$ cat src/rtl/dbg_evt_pkg.sv
// Shared constants for the debug event counter pair.
// Assumes event strobes and masks share one bit layout.
package dbg_evt_pkg;
    localparam int NUM_EVT  = 13;
    localparam int NUM_TRIG = 7;
    localparam int ADDR_W   = 3;

    localparam int EV_IAC1 = 0;
    localparam int EV_IAC3 = 2;
    localparam int EV_D1R  = 4;
    localparam int EV_D1W  = 5;
    localparam int EV_EXT1 = 8;
    localparam int EV_EXT2 = 9;

    // Address-match events (instruction and data compares) are merged during multi-word accesses
    localparam logic [NUM_EVT-1:0] ADDR_EVT_SEL = 13'h00FF;

    localparam int XEN1_BIT = 8;
    localparam int XEN2_BIT = 9;

    typedef enum logic [ADDR_W-1:0] {
        RA_MASK1 = 3'd0,
        RA_MASK2 = 3'd1,
        RA_TRIG  = 3'd2,
        RA_CNT1  = 3'd3,
        RA_CNT2  = 3'd4
    } reg_addr_e;
endpackage

$ cat src/rtl/dbg_ctr_unit.sv
// One debug event down-counter.
// Decrements once per cycle with any enabled event while run is high and
// the count is nonzero. Address-match events seen inside a multi-word access
// are held in a pending flag and counted once on completion, or dropped on abort.
// Assumes mw_done and mw_abort are never high together.
module dbg_ctr_unit #(
    parameter int CNT_W = 16,
    parameter int NEV   = 13,
    parameter logic [NEV-1:0] ADDR_SEL = '0
) (
    input  logic             clk,
    input  logic             rst_n,
    input  logic [NEV-1:0]   evt,
    input  logic [NEV-1:0]   mask,
    input  logic             run,
    input  logic             mw_active,
    input  logic             mw_done,
    input  logic             mw_abort,
    input  logic             load,
    input  logic [CNT_W-1:0] load_val,
    output logic [CNT_W-1:0] count,
    output logic             zero_pulse
);
    logic addr_hit, other_hit, mw_end, in_mw, addr_take, step, pend;

    // Classify enabled events and decide whether this cycle steps
    always_comb begin
        addr_hit  = |(evt & mask & ADDR_SEL);
        other_hit = |(evt & mask & ~ADDR_SEL);
        mw_end    = mw_done | mw_abort;
        in_mw     = mw_active | mw_end;
        addr_take = in_mw ? (mw_done & (pend | addr_hit)) : addr_hit;
        step      = run & (other_hit | addr_take) & (count != '0);
    end

    // Pending address-match flag for the current multi-word access
    always_ff @(posedge clk) begin
        if (!rst_n)                          pend <= 1'b0;
        else if (mw_end)                     pend <= 1'b0;
        else if (mw_active && run && addr_hit) pend <= 1'b1;
    end

    // Count register and registered one-to-zero pulse
    always_ff @(posedge clk) begin
        if (!rst_n) begin
            count      <= '0;
            zero_pulse <= 1'b0;
        end else begin
            zero_pulse <= !load && step && (count == CNT_W'(1));
            if (load)      count <= load_val;
            else if (step) count <= count - CNT_W'(1);
        end
    end
endmodule

$ cat src/rtl/dbg_arm_unit.sv
// Arming latch for counter 1.
// With an empty trigger mask the counter always runs; otherwise it runs
// only after an enabled trigger has been seen. A config clear disarms it.
module dbg_arm_unit #(
    parameter int NTRIG = 7
) (
    input  logic             clk,
    input  logic             rst_n,
    input  logic [NTRIG-1:0] trig_src,
    input  logic [NTRIG-1:0] trig_mask,
    input  logic             clear,
    output logic             armed,
    output logic             run
);
    // Run gate: free-running when no trigger is enabled
    always_comb run = (trig_mask == '0) | armed;

    // Sticky arm flag
    always_ff @(posedge clk) begin
        if (!rst_n)     armed <= 1'b0;
        else if (clear) armed <= 1'b0;
        else if (|(trig_src & trig_mask)) armed <= 1'b1;
    end
endmodule

$ cat src/rtl/dbg_evt_ctr_pair.sv
// Chained pair of debug event down-counters with register write port.
// Counter index 0 is counter 1 (armable), index 1 is counter 2 (always runs).
// Assumes DATA_W covers the widest register field.
module dbg_evt_ctr_pair
    import dbg_evt_pkg::*;
#(
    parameter int CNT_W  = 16,
    parameter int DATA_W = 32
) (
    input  logic                clk,
    input  logic                rst_n,
    input  logic                wr_en,
    input  logic [ADDR_W-1:0]   wr_addr,
    input  logic [DATA_W-1:0]   wr_data,
    input  logic [NUM_EVT-1:0]  evt,
    input  logic                mw_active,
    input  logic                mw_done,
    input  logic                mw_abort,
    output logic [CNT_W-1:0]    cnt1_o,
    output logic [CNT_W-1:0]    cnt2_o,
    output logic                c1_armed_o,
    output logic                dbg_evt1_o,
    output logic                dbg_evt2_o
);
    localparam int NCTR = 2;

    logic [NUM_EVT-1:0]  evt_mask [NCTR];
    logic [NUM_TRIG-1:0] trig_mask;
    logic [NCTR-1:0]     exc_en;
    logic [NCTR-1:0]     run_v, load_v, zero_v;
    logic [CNT_W-1:0]    cnt_v [NCTR];
    logic [NUM_TRIG-1:0] trig_src;
    logic                trig_wr;

    always_comb trig_wr = wr_en && (wr_addr == RA_TRIG);

    // Configuration registers
    always_ff @(posedge clk) begin
        if (!rst_n) begin
            evt_mask[0] <= '0;
            evt_mask[1] <= '0;
            trig_mask   <= '0;
            exc_en      <= '0;
        end else if (wr_en) begin
            if (wr_addr == RA_MASK1) evt_mask[0] <= wr_data[NUM_EVT-1:0];
            if (wr_addr == RA_MASK2) evt_mask[1] <= wr_data[NUM_EVT-1:0];
            if (wr_addr == RA_TRIG) begin
                trig_mask <= wr_data[NUM_TRIG-1:0];
                exc_en    <= {wr_data[XEN2_BIT], wr_data[XEN1_BIT]};
            end
        end
    end

    // Trigger sources in trigger-mask bit order
    always_comb trig_src = {zero_v[1], evt[EV_D1W], evt[EV_D1R], evt[EV_IAC3],
                            evt[EV_IAC1], evt[EV_EXT2], evt[EV_EXT1]};

    dbg_arm_unit #(.NTRIG(NUM_TRIG)) u_arm (
        .clk(clk), .rst_n(rst_n), .trig_src(trig_src), .trig_mask(trig_mask),
        .clear(trig_wr), .armed(c1_armed_o), .run(run_v[0])
    );

    always_comb run_v[1] = 1'b1;

    for (genvar i = 0; i < NCTR; i++) begin : g_ctr
        // Load strobe for this counter's value register
        always_comb load_v[i] = wr_en && (wr_addr == ADDR_W'(int'(RA_CNT1) + i));

        dbg_ctr_unit #(.CNT_W(CNT_W), .NEV(NUM_EVT), .ADDR_SEL(ADDR_EVT_SEL)) u_ctr (
            .clk(clk), .rst_n(rst_n), .evt(evt), .mask(evt_mask[i]), .run(run_v[i]),
            .mw_active(mw_active), .mw_done(mw_done), .mw_abort(mw_abort),
            .load(load_v[i]), .load_val(wr_data[CNT_W-1:0]),
            .count(cnt_v[i]), .zero_pulse(zero_v[i])
        );
    end

    // Outputs: debug pulses gated by exception enables
    always_comb begin
        cnt1_o     = cnt_v[0];
        cnt2_o     = cnt_v[1];
        dbg_evt1_o = zero_v[0] & exc_en[0];
        dbg_evt2_o = zero_v[1] & exc_en[1];
    end
endmodule

$ cat config.mk
export PLATFORM = sky130hd
export DESIGN_NAME = dbg_evt_ctr_pair
export DESIGN_NICKNAME = d
export VERILOG_FILES = /design/src/rtl/dbg_evt_pkg.sv /design/src/rtl/dbg_ctr_unit.sv /design/src/rtl/dbg_arm_unit.sv /design/src/rtl/dbg_evt_ctr_pair.sv
export SDC_FILE = /design/constraint.sdc
export NUM_CORES = 1
export LEC_CHECK = 0
export BUFFER_PORTS_ARGS = -buffer_cell sky130_fd_sc_hd__buf_2
export CAP_MARGIN = 20
export CORE_MARGIN = 2
export CORE_UTILIZATION = 50
export DETAILED_ROUTE_END_ITERATION = 8
export PLACE_DENSITY = 0.81
export SKIP_CTS_REPAIR_TIMING = 1
export SLEW_MARGIN = 20
export SYNTH_ARGS = -nofsm -noshare
export SYNTH_HDL_FRONTEND = slang
export SYNTH_SLANG_ARGS = --single-unit
$ cat constraint.sdc
create_clock -name clk -period 2 [get_ports clk]
set_input_delay 0.1 -clock clk [delete_from_list [all_inputs] [get_ports clk]]
set_output_delay 0.1 -clock clk [all_outputs]
set_load 0.1 [all_outputs]
==> impl_metrics.py, run 1 <==
metrics = {
    "synth": {
        "synth_fp_nets": 428,
        "synth.distinct_cells": 51,
        "synthFlopType": "dfxtp_1",
        "syn-mean-instance-area_um2": 9.49,
        "synth-seq-cells": 72,
        "yosysSeqAreaShare_pct": 48.7,
        "ys_warn_count": 0,
        "async_flop_share_pct": 0,
        "syn_area_um2": 3490,
        "synth_cells": 368,
        "synth_edf_count": 26,
    },
    "final_layout": {
        "final_common_cell": "buf_2",
        "drive_gt1_share_pct": 32.8,
        "layout.nets": 513,
        "final_area_um2": 4360,
        "antenna_cells": 0,
        "layout_common_cells": "buf_2 (72), a21oi_1 (36), nand2_1 (32)",
        "synthToLayoutAreaGrowth_pct": 24.9,
        "num-fill-cells": 577,
    },
    "timing": {
        "slew_viol_final": 0,
        "fin_ws_ns": 0.122,
        "finalSetupViolations": 0,
        "tns_ns": 0,
        "period_share_pct": 93.9,
        "worst_slew_pin_slew_ns": 0.600,
        "hold_violations": 0,
        "fmax_mhz": 533,
        "maxSlewHeadroom_pct": 59.8,
        "clock-skew-final_ns": 0.00781,
        "period_needed_ns": 1.88,
        "fin_hold_ws_ns": 0.0132,
        "rsz0062_at_grt": "false",
    },
    "clock_tree": {
        "htreeDepth": 3,
        "cts_tree": "yes",
        "cts_buffers": 9,
        "clk_pin_slew_ns": 0.08,
        "clk_latency_ns": 0.36,
        "cts_buffer_depth": 2,
        "cts_sinks": 72,
        "clock-root-buffer": "clkbuf_8",
    },
    "detailed_routing": {
        "drcViolationCount": 0,
        "ant_nets": 0,
        "drtIter0Drc": 243,
        "vias_per_cell": 5.91,
        "dr.pass1.iters": 5,
        "drt_wl_total_mm": 9.42,
        "route.vias.total": 3273,
        "wire_per_inst_um": 17.0,
    },
    "setup_path": {
        "critPathKind": "reg -> reg",
        "crit_path_end_kind": "flip-flop",
        "r2r_setup_slack_ns": 0.12,
        "arrival_ns": 2.11,
        "critPathMaxFanout": 10,
        "crit_required_ns": 2.23,
        "start_kind": "flip-flop",
    },
    "floorplanning": {
        "die_h_um": 87.6,
        "fp-row-count": 30,
        "die_area_um2": 7670,
        "dieWidth_um": 87.6,
        "ios": 89,
        "coreArea_um2": 6790,
        "start_util_pct": 51.4,
    },
    "global_routing": {
        "overflow": 0,
        "grt_pass1_vias": 3048,
        "grt_usage_pct": 25.2,
        "antenna_found_initial": 0,
        "grt_start_max_net_pins": 23,
        "grt_pass1_wl_mm": 14.8,
    },
    "placement": {
        "placed_area_um2": 4100,
        "port_buffers": 72,
        "gp_congestion": 0.916,
        "pre_cts_ws_ns": 0.0993,
        "dp.final_hpwl_mm": 6.84,
    },
    "power_and_ir_drop": {
        "ir_drop_mv": 1.34,
        "p_leak_nw": 1.75,
        "powerDensity_nw_per_um2": 1960,
    },
    "worst_hold_path": {
        "hp-class": "in -> reg",
    },
    "job": {
        "cap_violations": 0,
    },
    "outcome": {
        "status": "finished, final reports clean",
    },
}
[sequential cells by signal (all words and copies together) (netlist names)]
name	cells
trig_mask	7
exc_en	2
g_ctr.u_ctr.count	32
g_ctr.u_ctr.zero_pulse	2
g_ctr.u_ctr.pend	2
u_arm.armed	1
evt_mask	26
[per-stage QoR]
step	util, %	total power, W	instances
finish	64.2	0.00854	554
global route	64.2	0.00895	554
CTS	63.9	0.00846	554
detailed placement	60.3	0.00703	538
global placement	60.3	0.00696	538
floorplan	-	0.00616	368
[report_power, final]
group	total, W	leakage (nW)	switching [W]	internal [W]
Sequential	0.00235	0.641	0.000416	0.00193
Clock	0.00141	0.116	0.000582	0.000830
Combinational	0.00478	0.992	0.00343	0.00134
Total	0.00854	1.75	0.00443	0.00411
[layer usage]
layer	wire length (µm)	vias up	GRT usage, %
li1	-	1544	-
met1	4050	1555	32.8
met2	4520	150	41.5
met3	633	24	3.96
met4	216	0	11.7
met5	0	-	0
[worst max-delay path, stage by stage (launching register included)]
cell,delay [ns]
dfxtp_2,0.35
or4_4,0.57
nand4b_4,0.21
nand2_4,0.16
or3_4,0.15
mux2i_1,0.18
o221ai_1,0.13
[cells in the mapped netlist (all sizes together) (2+ instances only)]
| cell type | n | area (µm²) |
|---|---|---|
| and2 | 16 | 100 |
| nand4b | 3 | 41.3 |
| nor2 | 20 | 75.1 |
| a31oi | 4 | 25.0 |
| nand2 | 33 | 131 |
| xnor2 | 12 | 105 |
| a21o | 2 | 15.0 |
| nand2b | 2 | 12.5 |
| dfxtp | 46 | 921 |
| nand3 | 18 | 95.1 |
| a21oi | 36 | 180 |
| or3 | 7 | 53.8 |
| nor3b | 2 | 15.0 |
| nand4 | 9 | 56.3 |
| o221ai | 2 | 17.5 |
| mux2i | 2 | 20.0 |
| a211oi | 4 | 30.0 |
| buf | 2 | 10.0 |
| a22oi | 16 | 120 |
| o21ai | 26 | 130 |
| xor2 | 12 | 105 |
| edfxtp | 26 | 781 |
| and3 | 3 | 18.8 |
| ha | 6 | 75.1 |
| clkbuf | 12 | 45.0 |
| nor4 | 8 | 56.3 |
| inv | 6 | 22.5 |
| nor4b | 3 | 26.3 |
| nor3 | 15 | 85.1 |
| or4 | 2 | 18.8 |
[path summary, 6_finish.rpt]
path | from | end | cells past startpoint
setup reg to reg | g_ctr[0].u_ctr.count[8] | g_ctr[0].u_ctr.count[6] | 6
hold reg to reg | exc_en[1] | exc_en[1] | 2
setup / recovery | g_ctr[0].u_ctr.count[8] | g_ctr[0].u_ctr.count[6] | 6
hold / removal | wr_data[5] | trig_mask[5] | 3
[kinds of logic after synthesis]
family          Yosys count  share of synthesized area (%)
simple gates            145                           23.4
compound gates           98                           16.8
flops                    72                           48.7
xor+xnor                 24                           6.02
buf+inv                  21                           2.33
fa+ha+maj                 6                           2.15
mux                       2                          0.573
[layout make-up]
| cell class | count | area (µm²) | area share (%) |
|---|---|---|---|
| well taps | 96 | 120 | 2.75 |
| clock inverters | 7 | 119 | 2.73 |
| inverters | 7 | 26.3 | 0.602 |
| clock buffers | 9 | 124 | 2.84 |
| multi-input cells | 275 | 1730 | 39.6 |
| flip-flops and latches | 72 | 1750 | 40.1 |
| repair buffers | 88 | 493 | 11.3 |
(Power assumes the default switching activity.)
==> run 2: changes to the inputs <==
==> constraint.sdc (replaced) <==
create_clock -name clk -period 2 [get_ports clk]
set_input_delay 0.4 -clock clk [delete_from_list [all_inputs] [get_ports clk]]
set_output_delay 0.4 -clock clk [all_outputs]
set_load 0.1 [all_outputs]
==> run 2 against run 1 <==
Final cell count rose by 0.72%. First-iteration DRC count fell by 7.4%. Non-clock buffer count rose by 4. Cell area rose by 0.29%. Flip-flop and latch count did not move. Critical endpoint unchanged.
==> impl_metrics.py, run 2 (synthesized netlist as in run 1, its figures left out) <==
metrics = {
    "global_routing": {
        "grt_usage_pct": 24.6,
        "grt_start_max_net_pins": 34,
        "grt_pass1_wl_mm": 14.5,
        "antenna_found_initial": 0,
        "grt_pass1_vias": 3036,
        "overflow": 0,
    },
    "final_layout": {
        "synthToLayoutAreaGrowth_pct": 25.3,
        "final_common_cell": "buf_2",
        "top_regs": "g_ctr.u_ctr.count (32), evt_mask (26), trig_mask (7)",
        "layout.nets": 517,
        "largest-register": "g_ctr.u_ctr.count",
        "largest_reg_flops": 32,
        "drive_gt1_share_pct": 32.7,
        "antenna_cells": 0,
        "final_util_pct": 64.4,
        "layout_common_cells": "buf_2 (72), a21oi_1 (36), nand2_1 (32)",
    },
    "setup_path": {
        "arrival_ns": 2.09,
        "start_kind": "flip-flop",
        "critPathTopFamily": "simple AND/OR/NAND/NOR gates",
        "critPathSlowestCell": "or4_4",
        "crit_chain": "or4_4 > nand4b_4 > nand2_4 > or3_4 > mux2i_1 > o221ai_1",
        "crit_path_end_kind": "flip-flop",
        "crit_required_ns": 2.21,
        "cp_num_buf_inv": 0,
        "critPathKind": "reg -> reg",
        "slowest_delay_ns": 0.57,
        "critPathMaxFanout": 10,
    },
    "power_and_ir_drop": {
        "p_leak_nw": 1.76,
        "powerDensity_nw_per_um2": 1930,
        "power_w": 0.00844,
        "ir_drop_mv": 1.41,
    },
    "detailed_routing": {
        "wire_per_inst_um": 16.5,
        "ant_nets": 0,
        "wl_met1_mm": 3.98,
        "route.vias.total": 3197,
        "wl_met2_mm": 4.54,
        "vias_per_cell": 5.73,
        "met3_length_um": 515,
        "dr.pass1.iters": 6,
        "drt_wl_total_mm": 9.19,
        "drtIter0Drc": 225,
        "drcViolationCount": 0,
        "top_layer_used": "met4",
    },
    "timing": {
        "maxSlewHeadroom_pct": 54.2,
        "fmax_mhz": 533,
        "worst_slew_pin_slew_ns": 0.685,
        "finalSetupViolations": 0,
        "tns_ns": 0,
        "period_share_pct": 93.8,
        "fin_hold_ws_ns": 0.338,
        "hold_violations": 0,
        "clock-skew-final_ns": 0.0127,
        "rsz0062_at_grt": "false",
        "period_needed_ns": 1.88,
        "slew_viol_final": 0,
    },
    "clock_tree": {
        "cts_buffer_depth": 2,
        "cts_tree": "yes",
        "clk_latency_ns": 0.34,
        "htreeDepth": 3,
        "cts_buffers": 9,
        "clk_pin_slew_ns": 0.08,
        "cts_sinks": 72,
        "clock-root-buffer": "clkbuf_8",
    },
    "floorplanning": {
        "ios": 89,
        "die_h_um": 87.6,
        "start_util_pct": 51.4,
        "dieWidth_um": 87.6,
        "coreArea_um2": 6790,
        "die_area_um2": 7670,
        "fp-row-count": 30,
    },
    "placement": {
        "port_buffers": 72,
        "dp.final_hpwl_mm": 6.92,
        "gp_congestion": 0.943,
    },
    "outcome": {
        "status": "finished, final reports clean",
    },
    "worst_hold_path": {
        "hp-class": "in -> reg",
    },
    "job": {
        "cap_violations": 0,
    },
}
run 2: cell count changes in the layout (fill, tap and decap cells not counted), moves of 2 or more:
| cell | change |
|---|---|
| clkinv_4 | +2 |
| inv_2 | -2 |
| buf_4 | +4 |
| inv_1 | +2 |
run 2: final timing paths:
kind	slack [ns]	end	start	depth (start not counted)
worst max-delay path	0.12	g_ctr[0].u_ctr.count[6]	g_ctr[0].u_ctr.count[8]	6
worst min-delay path	0.34	g_ctr[1].u_ctr.pend	mw_active	3
worst max register to register	0.12	g_ctr[0].u_ctr.count[6]	g_ctr[0].u_ctr.count[8]	6
worst min register to register	0.48	exc_en[0]	exc_en[0]	2
run 2: power by group:
group          internal [W]  switching, W  total (W)
clock network      0.000715      0.000570    0.00128
logic               0.00139       0.00342    0.00481
registers           0.00193      0.000409    0.00234
run 2: worst register-to-register path, stage by stage (launching register included):
cell and delay [ns]:
dfxtp_2 0.36, or4_4 0.57, nand4b_4 0.21, nand2_4 0.16, or3_4 0.15, mux2i_1 0.17, o221ai_1 0.12
run 2: layout make-up:
cell class | count | area [µm²]
Multi-Input combinational cell | 275 | 1730
Clock inverter | 7 | 103
Sequential cell | 72 | 1750
Inverter | 7 | 26.3
Fill cell | 547 | 2420
Clock buffer | 9 | 124
Timing Repair Buffer | 92 | 523
Tap cell | 96 | 120
run 2: metrics by stage:
stage | std cells | instance area [µm²] | setup WS [ns]
finish | 558 | 4370 | 0.125
global placement | 542 | 4130 | 0.0194
floorplan | 368 | 3540 | -0.116
detailed placement | 542 | 4130 | 0.0321
CTS | 558 | 4350 | 0.00770
global route | 558 | 4370 | 0.0386
run 2: routing by layer:
layer	vias to the layer above	GRT usage, %
met5	-	0
met4	0	9.65
met2	130	40.9
met3	18	3.77
met1	1503	32.5
li1	1546	-
